==> src/rtl/shift_unit_pkg.sv <==
package shift_unit_pkg;

  // Shift kinds; both right-logical codes behave alike.
  typedef enum logic [1:0] {
    SH_LEFT    = 2'b00,
    SH_RIGHT_L = 2'b01,
    SH_RIGHT_X = 2'b10,
    SH_RIGHT_A = 2'b11
  } sh_op_e;

  function automatic logic op_is_left(input logic [1:0] op);
    return op == SH_LEFT;
  endfunction

  function automatic logic op_is_arith(input logic [1:0] op);
    return op == SH_RIGHT_A;
  endfunction

endpackage

==> src/rtl/shift_unit_barrel.sv <==
module shift_unit_barrel #(
  parameter int W = 32
) (
  input  logic [W-1:0]         din,
  input  logic [$clog2(W)-1:0] amt,
  input  logic                 left,
  input  logic                 arith,
  output logic [W-1:0]         dout
);
  localparam int SHW = $clog2(W);

  logic [W-1:0] stg [SHW+1];
  logic         fill;

  assign fill   = arith & din[W-1];
  assign stg[0] = din;

  // One mux layer per distance bit, layer i moves by 2**i places.
  for (genvar i = 0; i < SHW; i++) begin : g_layer
    localparam int D = 1 << i;
    logic [W-1:0] moved;
    assign moved    = left ? {stg[i][W-1-D:0], {D{1'b0}}}
                           : {{D{fill}}, stg[i][W-1:D]};
    assign stg[i+1] = amt[i] ? moved : stg[i];
  end

  assign dout = stg[SHW];
endmodule

==> src/rtl/shift_unit_fast.sv <==
module shift_unit_fast
  import shift_unit_pkg::*;
#(
  parameter int W       = 32,
  parameter bit REG_OUT = 1'b0
) (
  input  logic                 clk,
  input  logic                 rst,
  input  logic                 start,
  input  logic [1:0]           op,
  input  logic [W-1:0]         operand,
  input  logic [$clog2(W)-1:0] amt,
  output logic                 busy,
  output logic                 done,
  output logic [W-1:0]         result
);
  logic [W-1:0] shifted;
  logic         res_left, res_arith;

  assign res_left  = op_is_left(op);
  assign res_arith = op_is_arith(op);

  shift_unit_barrel #(.W(W)) u_barrel (
    .din  (operand),
    .amt  (amt),
    .left (res_left),
    .arith(res_arith),
    .dout (shifted)
  );

  if (REG_OUT) begin : g_staged
    logic [W-1:0] stage_q, res_q;
    logic         busy_q, done_q;

    always_ff @(posedge clk) begin
      if (rst) begin
        stage_q <= '0;
        res_q   <= '0;
        busy_q  <= 1'b0;
        done_q  <= 1'b0;
      end else begin
        done_q <= 1'b0;
        if (busy_q) begin
          res_q  <= stage_q;
          done_q <= 1'b1;
          busy_q <= 1'b0;
        end else if (start) begin
          if (amt == '0) begin
            res_q  <= operand;
            done_q <= 1'b1;
          end else begin
            stage_q <= shifted;
            busy_q  <= 1'b1;
          end
        end
      end
    end

    assign busy   = busy_q;
    assign done   = done_q;
    assign result = res_q;
  end else begin : g_direct
    logic [W-1:0] res_q;
    logic         done_q;

    always_ff @(posedge clk) begin
      if (rst) begin
        res_q  <= '0;
        done_q <= 1'b0;
      end else begin
        done_q <= start;
        if (start) res_q <= shifted;
      end
    end

    assign busy   = 1'b0;
    assign done   = done_q;
    assign result = res_q;
  end
endmodule

==> src/rtl/shift_unit_iter.sv <==
module shift_unit_iter
  import shift_unit_pkg::*;
#(
  parameter int W    = 32,
  parameter int STEP = 4
) (
  input  logic                 clk,
  input  logic                 rst,
  input  logic                 start,
  input  logic [1:0]           op,
  input  logic [W-1:0]         operand,
  input  logic [$clog2(W)-1:0] amt,
  output logic                 busy,
  output logic                 done,
  output logic [W-1:0]         result
);
  localparam int SHW = $clog2(W);

  logic [W-1:0]   work_q, work_nx, res_q;
  logic [SHW-1:0] rem_q, step;
  logic           left_q, arith_q, busy_q, done_q;

  // Coarse move while enough distance remains, single places after that.
  always_comb begin
    step = (rem_q >= SHW'(STEP)) ? SHW'(STEP) : SHW'(1);
    if (left_q) work_nx = work_q << step;
    else        work_nx = W'($signed({arith_q & work_q[W-1], work_q}) >>> step);
  end

  always_ff @(posedge clk) begin
    if (rst) begin
      work_q  <= '0;
      res_q   <= '0;
      rem_q   <= '0;
      left_q  <= 1'b0;
      arith_q <= 1'b0;
      busy_q  <= 1'b0;
      done_q  <= 1'b0;
    end else begin
      done_q <= 1'b0;
      if (busy_q) begin
        work_q <= work_nx;
        rem_q  <= rem_q - step;
        if (rem_q == step) begin
          res_q  <= work_nx;
          done_q <= 1'b1;
          busy_q <= 1'b0;
        end
      end else if (start) begin
        if (amt == '0) begin
          res_q  <= operand;
          done_q <= 1'b1;
        end else begin
          work_q  <= operand;
          rem_q   <= amt;
          left_q  <= op_is_left(op);
          arith_q <= op_is_arith(op);
          busy_q  <= 1'b1;
        end
      end
    end
  end

  assign busy   = busy_q;
  assign done   = done_q;
  assign result = res_q;
endmodule

==> src/rtl/shift_unit.sv <==
module shift_unit #(
  parameter int W           = 32,
  parameter bit BARREL      = 1'b0,
  parameter bit COARSE      = 1'b1,
  parameter int COARSE_STEP = 4,
  parameter bit REG_BARREL  = 1'b0
) (
  input  logic         clk,
  input  logic         rst,
  input  logic         start,
  input  logic [1:0]   op,
  input  logic [W-1:0] operand,
  input  logic [W-1:0] shamt_src,
  output logic         busy,
  output logic         done,
  output logic [W-1:0] result
);
  localparam int SHW       = $clog2(W);
  localparam int ITER_STEP = COARSE ? COARSE_STEP : 1;

  logic [SHW-1:0] amt;
  logic           unused_amt_hi;

  assign amt           = shamt_src[SHW-1:0];
  assign unused_amt_hi = ^shamt_src[W-1:SHW];

  if (BARREL) begin : g_barrel
    shift_unit_fast #(.W(W), .REG_OUT(REG_BARREL)) u_core (
      .clk, .rst, .start, .op, .operand, .amt, .busy, .done, .result
    );
  end else begin : g_iter
    shift_unit_iter #(.W(W), .STEP(ITER_STEP)) u_core (
      .clk, .rst, .start, .op, .operand, .amt, .busy, .done, .result
    );
  end
endmodule

==> config.mk <==
export PLATFORM = sky130hd
export DESIGN_NAME = shift_unit
export DESIGN_NICKNAME = d
export VERILOG_FILES = /design/src/rtl/shift_unit_pkg.sv /design/src/rtl/shift_unit_barrel.sv /design/src/rtl/shift_unit_fast.sv /design/src/rtl/shift_unit_iter.sv /design/src/rtl/shift_unit.sv
export SDC_FILE = /design/constraint.sdc
export NUM_CORES = 1
export LEC_CHECK = 0
export BUFFER_PORTS_ARGS = -buffer_cell sky130_fd_sc_hd__buf_2
export CAP_MARGIN = 30
export CORE_ASPECT_RATIO = 0.9
export CORE_MARGIN = 2
export CORE_UTILIZATION = 54
export DETAILED_ROUTE_END_ITERATION = 8
export PLACE_DENSITY = 0.8
export SKIP_CTS_REPAIR_TIMING = 1
export SLEW_MARGIN = 20
export SYNTH_ARGS = -nofsm -noshare
export SYNTH_HDL_FRONTEND = slang
export SYNTH_SLANG_ARGS = --single-unit
==> constraint.sdc <==
create_clock -name clk -period 3.6 [get_ports clk]
set_clock_uncertainty 0.2 [all_clocks]
set_input_delay 0.54 -clock clk [delete_from_list [all_inputs] [get_ports clk]]
set_output_delay 0.54 -clock clk [all_outputs]
set_load 0.02 [all_outputs]
After elaboration in Yosys (flattened, before gate mapping)
Cells that the tools add are included.
Storage, ports and cells
  register bits after elaboration: 73
  input bits: 69
  output and inout port bits: 34
  logic and storage cells: 45
Cells by class
  add/sub/neg operators: 1
  order comparisons: 1
  equal/unequal tests: 4
  shift operators: 2
  multiplexer cells: 20
  bitwise gates (word level): 3
  reductions and logical operators: 7
Operator list (number)
  $mux 32: 8
  $sshr 33x5->32: 1
  $shl 32x5->32: 1
  $mux 5: 3
  $mux 1: 8
  $reduce_and 3->1: 2
  $eq 5x5->1: 1
  $ge 5x3->1 const B: 1
  $logic_not 5->1: 1
  $sub 5x5->5: 1
  $reduce_bool 2->1: 2
  $mux 3: 1
  $eq 2x2->1 const B: 1
  $logic_not 2->1: 1
  $ne 2x1->1 const B: 1
  $ne 2x2->1 const B: 1
  $not 1->1: 2
  $reduce_and 2->1: 1
  $and 1x1->1: 1

Logic depth before layout (Yosys ltp)
  word-level depth: 6
  gate-level depth with buffers: 12

Worst setup path before layout
OpenSTA, ideal clock, no wires.
  path kind: flip-flop to flip-flop
  start point: register g_iter.u_core.rem_q[3]
  end point: register g_iter.u_core.res_q[31], in the netlist g_iter.u_core.result[31]
  library setup time: 0.125 ns
  arrival time: 2.338 ns
  setup slack: 0.937 ns
  cell stages (with the launch flop): 13
  path buffers: 5
  period minus slack after synthesis: 2.663 ns
  cell sequence: dfxtp_1 -> or3_1 -> buf_6 -> clkinv_4 -> buf_6 -> buf_6 -> ha_1 -> nand4b_1 -> or3_1 -> nand2_1 -> buf_2 -> buf_2 -> o22ai_1
On the way
  word-level cells in the longest chain between the ends: 6
RTL lines
  start, declared: line shift_unit_iter.sv:20  | logic [SHW-1:0] rem_q, step;
  start signal, assigned: line shift_unit_iter.sv:43  | rem_q <= rem_q - step;
  start signal, assigned: line shift_unit_iter.sv:55  | rem_q <= amt;
  $ge 5x3->1: line shift_unit_iter.sv:25  | step = (rem_q >= SHW'(STEP)) ? SHW'(STEP) : SHW'(1);
  $mux 3: line shift_unit_iter.sv:25
  $sshr 33x5->32 or $shl 32x5->32 (tied branches): line shift_unit_iter.sv:27, shift_unit_iter.sv:26
  $mux 32: line shift_unit_iter.sv:26  | if (left_q) work_nx = work_q << step;
  $mux 32: line shift_unit_iter.sv:44  | if (rem_q == step) begin
  $mux 32: line shift_unit_iter.sv:41  | if (busy_q) begin
  end signal, assigned: line shift_unit_iter.sv:45  | res_q <= work_nx;
  end signal, assigned: line shift_unit_iter.sv:51  | res_q <= operand;
  end, declared: line shift_unit_iter.sv:19  | logic [W-1:0] work_q, work_nx, res_q;
Parallel ways exist; a longest one is shown, timed or not. The select of a mux whose other input is x is not followed.
A chain may end at the register's enable or synchronous reset.

Final worst setup path
  start point: register g_iter.u_core.rem_q[2]
  end point: register g_iter.u_core.res_q[17], in the netlist g_iter.u_core.result[17]
The elaborated chain is that of the path after synthesis.

==> run_results.csv <==
group,metric,value,unit
floorplan,coreArea,7432,sq um
drt,drt_iter0_markers,321,
synthesis,yosysUniqueCellTypes,62,
clock_network,clkSinkCount,73,
timing,grt_setup_unrepaired,"no",
grt,grt_pass1_wl,17880,microns
timing,fin_crit_sh,73.99,%
drt,routed_wl,11330,microns
critical_path,cp_cell_sequence,"buf_4 > or3_1 > clkinv_4 > ha_1 > nand4b_1 > or3_1 > nand2_1 > buf_4 > a311oi_1",
layout,antenna_cells,0,
synthesis,synth_area,4076,sq um
floorplan,die_area,8261,sq um
timing,setup-violations-final,0,
drt,wl_met1,4726,microns
critical_path,crit_slowest_cell,"or3_1",
drt,wl_met2,5387,microns
drt,wl_met3,1046,microns
grt,grt_antenna_before_repair,0,
place,gp_congestion,0.9522,
synthesis,synthArstFlopShare,0,%
power_and_ir_drop,comb_power_share,35.7,%
drt,vias_per_cell,6.502,
drt,antenna_left,0,
drt,wl_per_cell,19.01,microns
power_and_ir_drop,p_leak,1.996,nW
place,dp_slack,0.9748,ns
clock_network,cts_tree,"built",
status,outcome,"completed",
synthesis,synth_ff_type,"dfxtp_1",
critical_path,crit_type,"flip-flop to flip-flop",
critical_path,cp_top_family,"simple AND/OR/NAND/NOR gates",
grt,grt_pass1_vias,3614,
critical_path,critPathMaxFanout,29,
clock_network,clk_pin_slew,0.07,ns
timing,layout_setup_ws,0.9365,ns
timing,period_needed,2.663,ns
synthesis,synth_edf_count,0,
power_and_ir_drop,power_density,564.1,nW/um^2
floorplan,die_width,95.59,microns
drt,drt_first_pass_iters,5,
clock_network,clock_latency,0.36,ns
timing,worst_slew_pin_slew,0.8209,ns
timing,slew-limit-headroom,44.95,%
floorplan,std_cell_rows,30,
synthesis,synth-seq-cells,73,
power_and_ir_drop,p_switching,0.0009388,W
layout,layout.nets,567,
power_and_ir_drop,ir_worst_vdd,0.2717,mV
timing,hold_viol_final,0,
drt,highest_layer,"met4",
timing,setup_tns,0,ns
grt,grt_max_degree,56,
grt,grt.overflow.total,0,
layout,drive_above_1_share,29.00,%
clock_network,clock_path_buffers,2,
place,hpwl,7686,microns
power_and_ir_drop,p_seq_share,38.6,%
layout,nFillCells,613,
synthesis,yosysSeqAreaShare,35.85,%
critical_path,start_kind,"flip-flop",
critical_path,required,3.62,ns
synthesis,syn_area_per_cell,9.286,sq um
power_and_ir_drop,internal_power,0.001702,W
min_path,hold_path.class,"input pin to flip-flop",
layout,area_delta_synth_final,14.83,%
timing,fmax,375.4,MHz
critical_path,crit_buf_inv,3,
clock_network,cts_buffers,9,
synthesis,syn_nets,511,
job,maxCapViolations,0,
synthesis,postSynthCellCount,439,
clock_network,cts-root-buf,"clkbuf_8",
synthesis,yosysWarnings,0,
critical_path,cpPeakStageDelay,0.44,ns
floorplan,pin_count,103,
clock_network,htreeDepth,3,
grt,track_usage,28.03,%
critical_path,worst_ep_arrival_time,2.69,ns
power_and_ir_drop,power,0.002641,W
drt,post-route-drc-count,0,
floorplan,initial_core_util,54.85,%
critical_path,critPathCaptureType,"flip-flop",
floorplan,die_y,86.43,microns
power_and_ir_drop,clkPwrFrac,25.7,%
power_and_ir_drop,p_sw_share,35.55,%
drt,vias,3875,
timing,drv_slew,0,
place,portBuffers,75,
[path summary, 6_finish.rpt]
kind | cells after the start | to | from | slack (ns)
max | 9 | g_iter.u_core.result[17] | g_iter.u_core.rem_q[2] | 0.94
min | 3 | g_iter.u_core.arith_q | op[0] | 0.25
max reg2reg | 9 | g_iter.u_core.result[17] | g_iter.u_core.rem_q[2] | 0.94
min reg2reg | 2 | g_iter.u_core.result[4] | g_iter.u_core.result[4] | 0.28
[cell usage after synthesis (all sizes together) (13+ instances only)]
master	number	area, sq um
mux2i	23	230.2
inv	16	60.06
nor2	15	56.30
o21ai	13	76.33
clkbuf	27	101.4
a21oi	56	280.3
nand2	24	92.59
buf	20	135.1
mux4	17	382.9
dfxtp	73	1461
o31ai	46	345.3
nor3	13	65.06
[logic make-up (layout without fill, tap and decap cells)]
kind of cell / after synthesis / after routing / synth area share, %
XOR/XNOR: 1 / 1 / 0.2149
buffers and inverters: 64 / 125 / 7.489
AND/OR/NAND/NOR: 88 / 88 / 11.42
adder cells (fa/ha/maj): 3 / 3 / 0.9209
multiplexers: 45 / 45 / 16.42
AO/OA/AOI/OAI: 165 / 165 / 27.69
flip-flops: 73 / 73 / 35.85
[state kept, by name, indices dropped and copies added (netlist names)]
register,cells
g_iter.u_core.busy,1
g_iter.u_core.work_q,32
g_iter.u_core.done,1
g_iter.u_core.result,32
g_iter.u_core.rem_q,5
g_iter.u_core.left_q,1
g_iter.u_core.arith_q,1
[metal layers]
layer,vias up,track usage [%]
li1,1800,-
met1,1850,37.33
met2,203,43.42
met3,22,8.348
met4,0,10.00
met5,-,0
[worst register-to-register path, stage by stage, from the launching register on]
cell,delay (ns)
dfxtp_1,0.30
buf_4,0.17
or3_1,0.41
clkinv_4,0.08
ha_1,0.20
nand4b_1,0.17
or3_1,0.44
nand2_1,0.09
buf_4,0.31
a311oi_1,0.17
[layout by cell type, fill, tap and decap left out, types with 5 or more instances in the layout]
cell type | Yosys | routed
mux2i_1 | 23 | 23
a21oi_1 | 56 | 56
o21ai_0 | 10 | 10
nand2_1 | 23 | 23
buf_2 | 14 | 75
mux4_2 | 17 | 17
o31ai_1 | 46 | 46
nand3_1 | 5 | 5
nand2b_1 | 5 | 5
clkbuf_8 | 0 | 12
a31oi_1 | 6 | 6
nor3_1 | 13 | 12
buf_4 | 1 | 17
inv_1 | 16 | 16
a311oi_1 | 8 | 8
dfxtp_1 | 73 | 72
nor2_1 | 15 | 15
[power by group through the flow]
stage          Sequential [W]  Combinational (W)  Clock (W)
2_1_floorplan         0.00106           0.000690          0
3_3_place_gp          0.00103           0.000905          0
3_5_place_dp          0.00103           0.000926          0
4_1_cts               0.00102           0.000933   0.000687
5_1_grt               0.00103            0.00102   0.000719
6_report              0.00102           0.000943   0.000678
[final cells by class]
type | count | area (sq um) | area share [%]
Tap cell | 96 | 120.1 | 2.566
Timing Repair Buffer | 92 | 503.0 | 10.75
Clock buffer | 14 | 172.7 | 3.689
Multi-Input combinational cell | 302 | 2318 | 49.53
Sequential cell | 73 | 1463 | 31.25
Clock inverter | 2 | 35.03 | 0.7485
Inverter | 17 | 68.82 | 1.470
[stage by stage]
step | hold WS (ns) | std cells | utilization (%) | area, sq um
after floorplan | 0.2451 | 439 | - | 4076
after global placement | 0.2572 | 580 | 60.19 | 4473
after detailed placement | 0.2654 | 580 | 60.19 | 4473
after CTS | 0.2458 | 596 | 62.98 | 4681
after global routing | 0.2468 | 596 | 62.98 | 4681
final | 0.2486 | 596 | 62.98 | 4681
No activity file was read; power rests on OpenSTA's default activity.
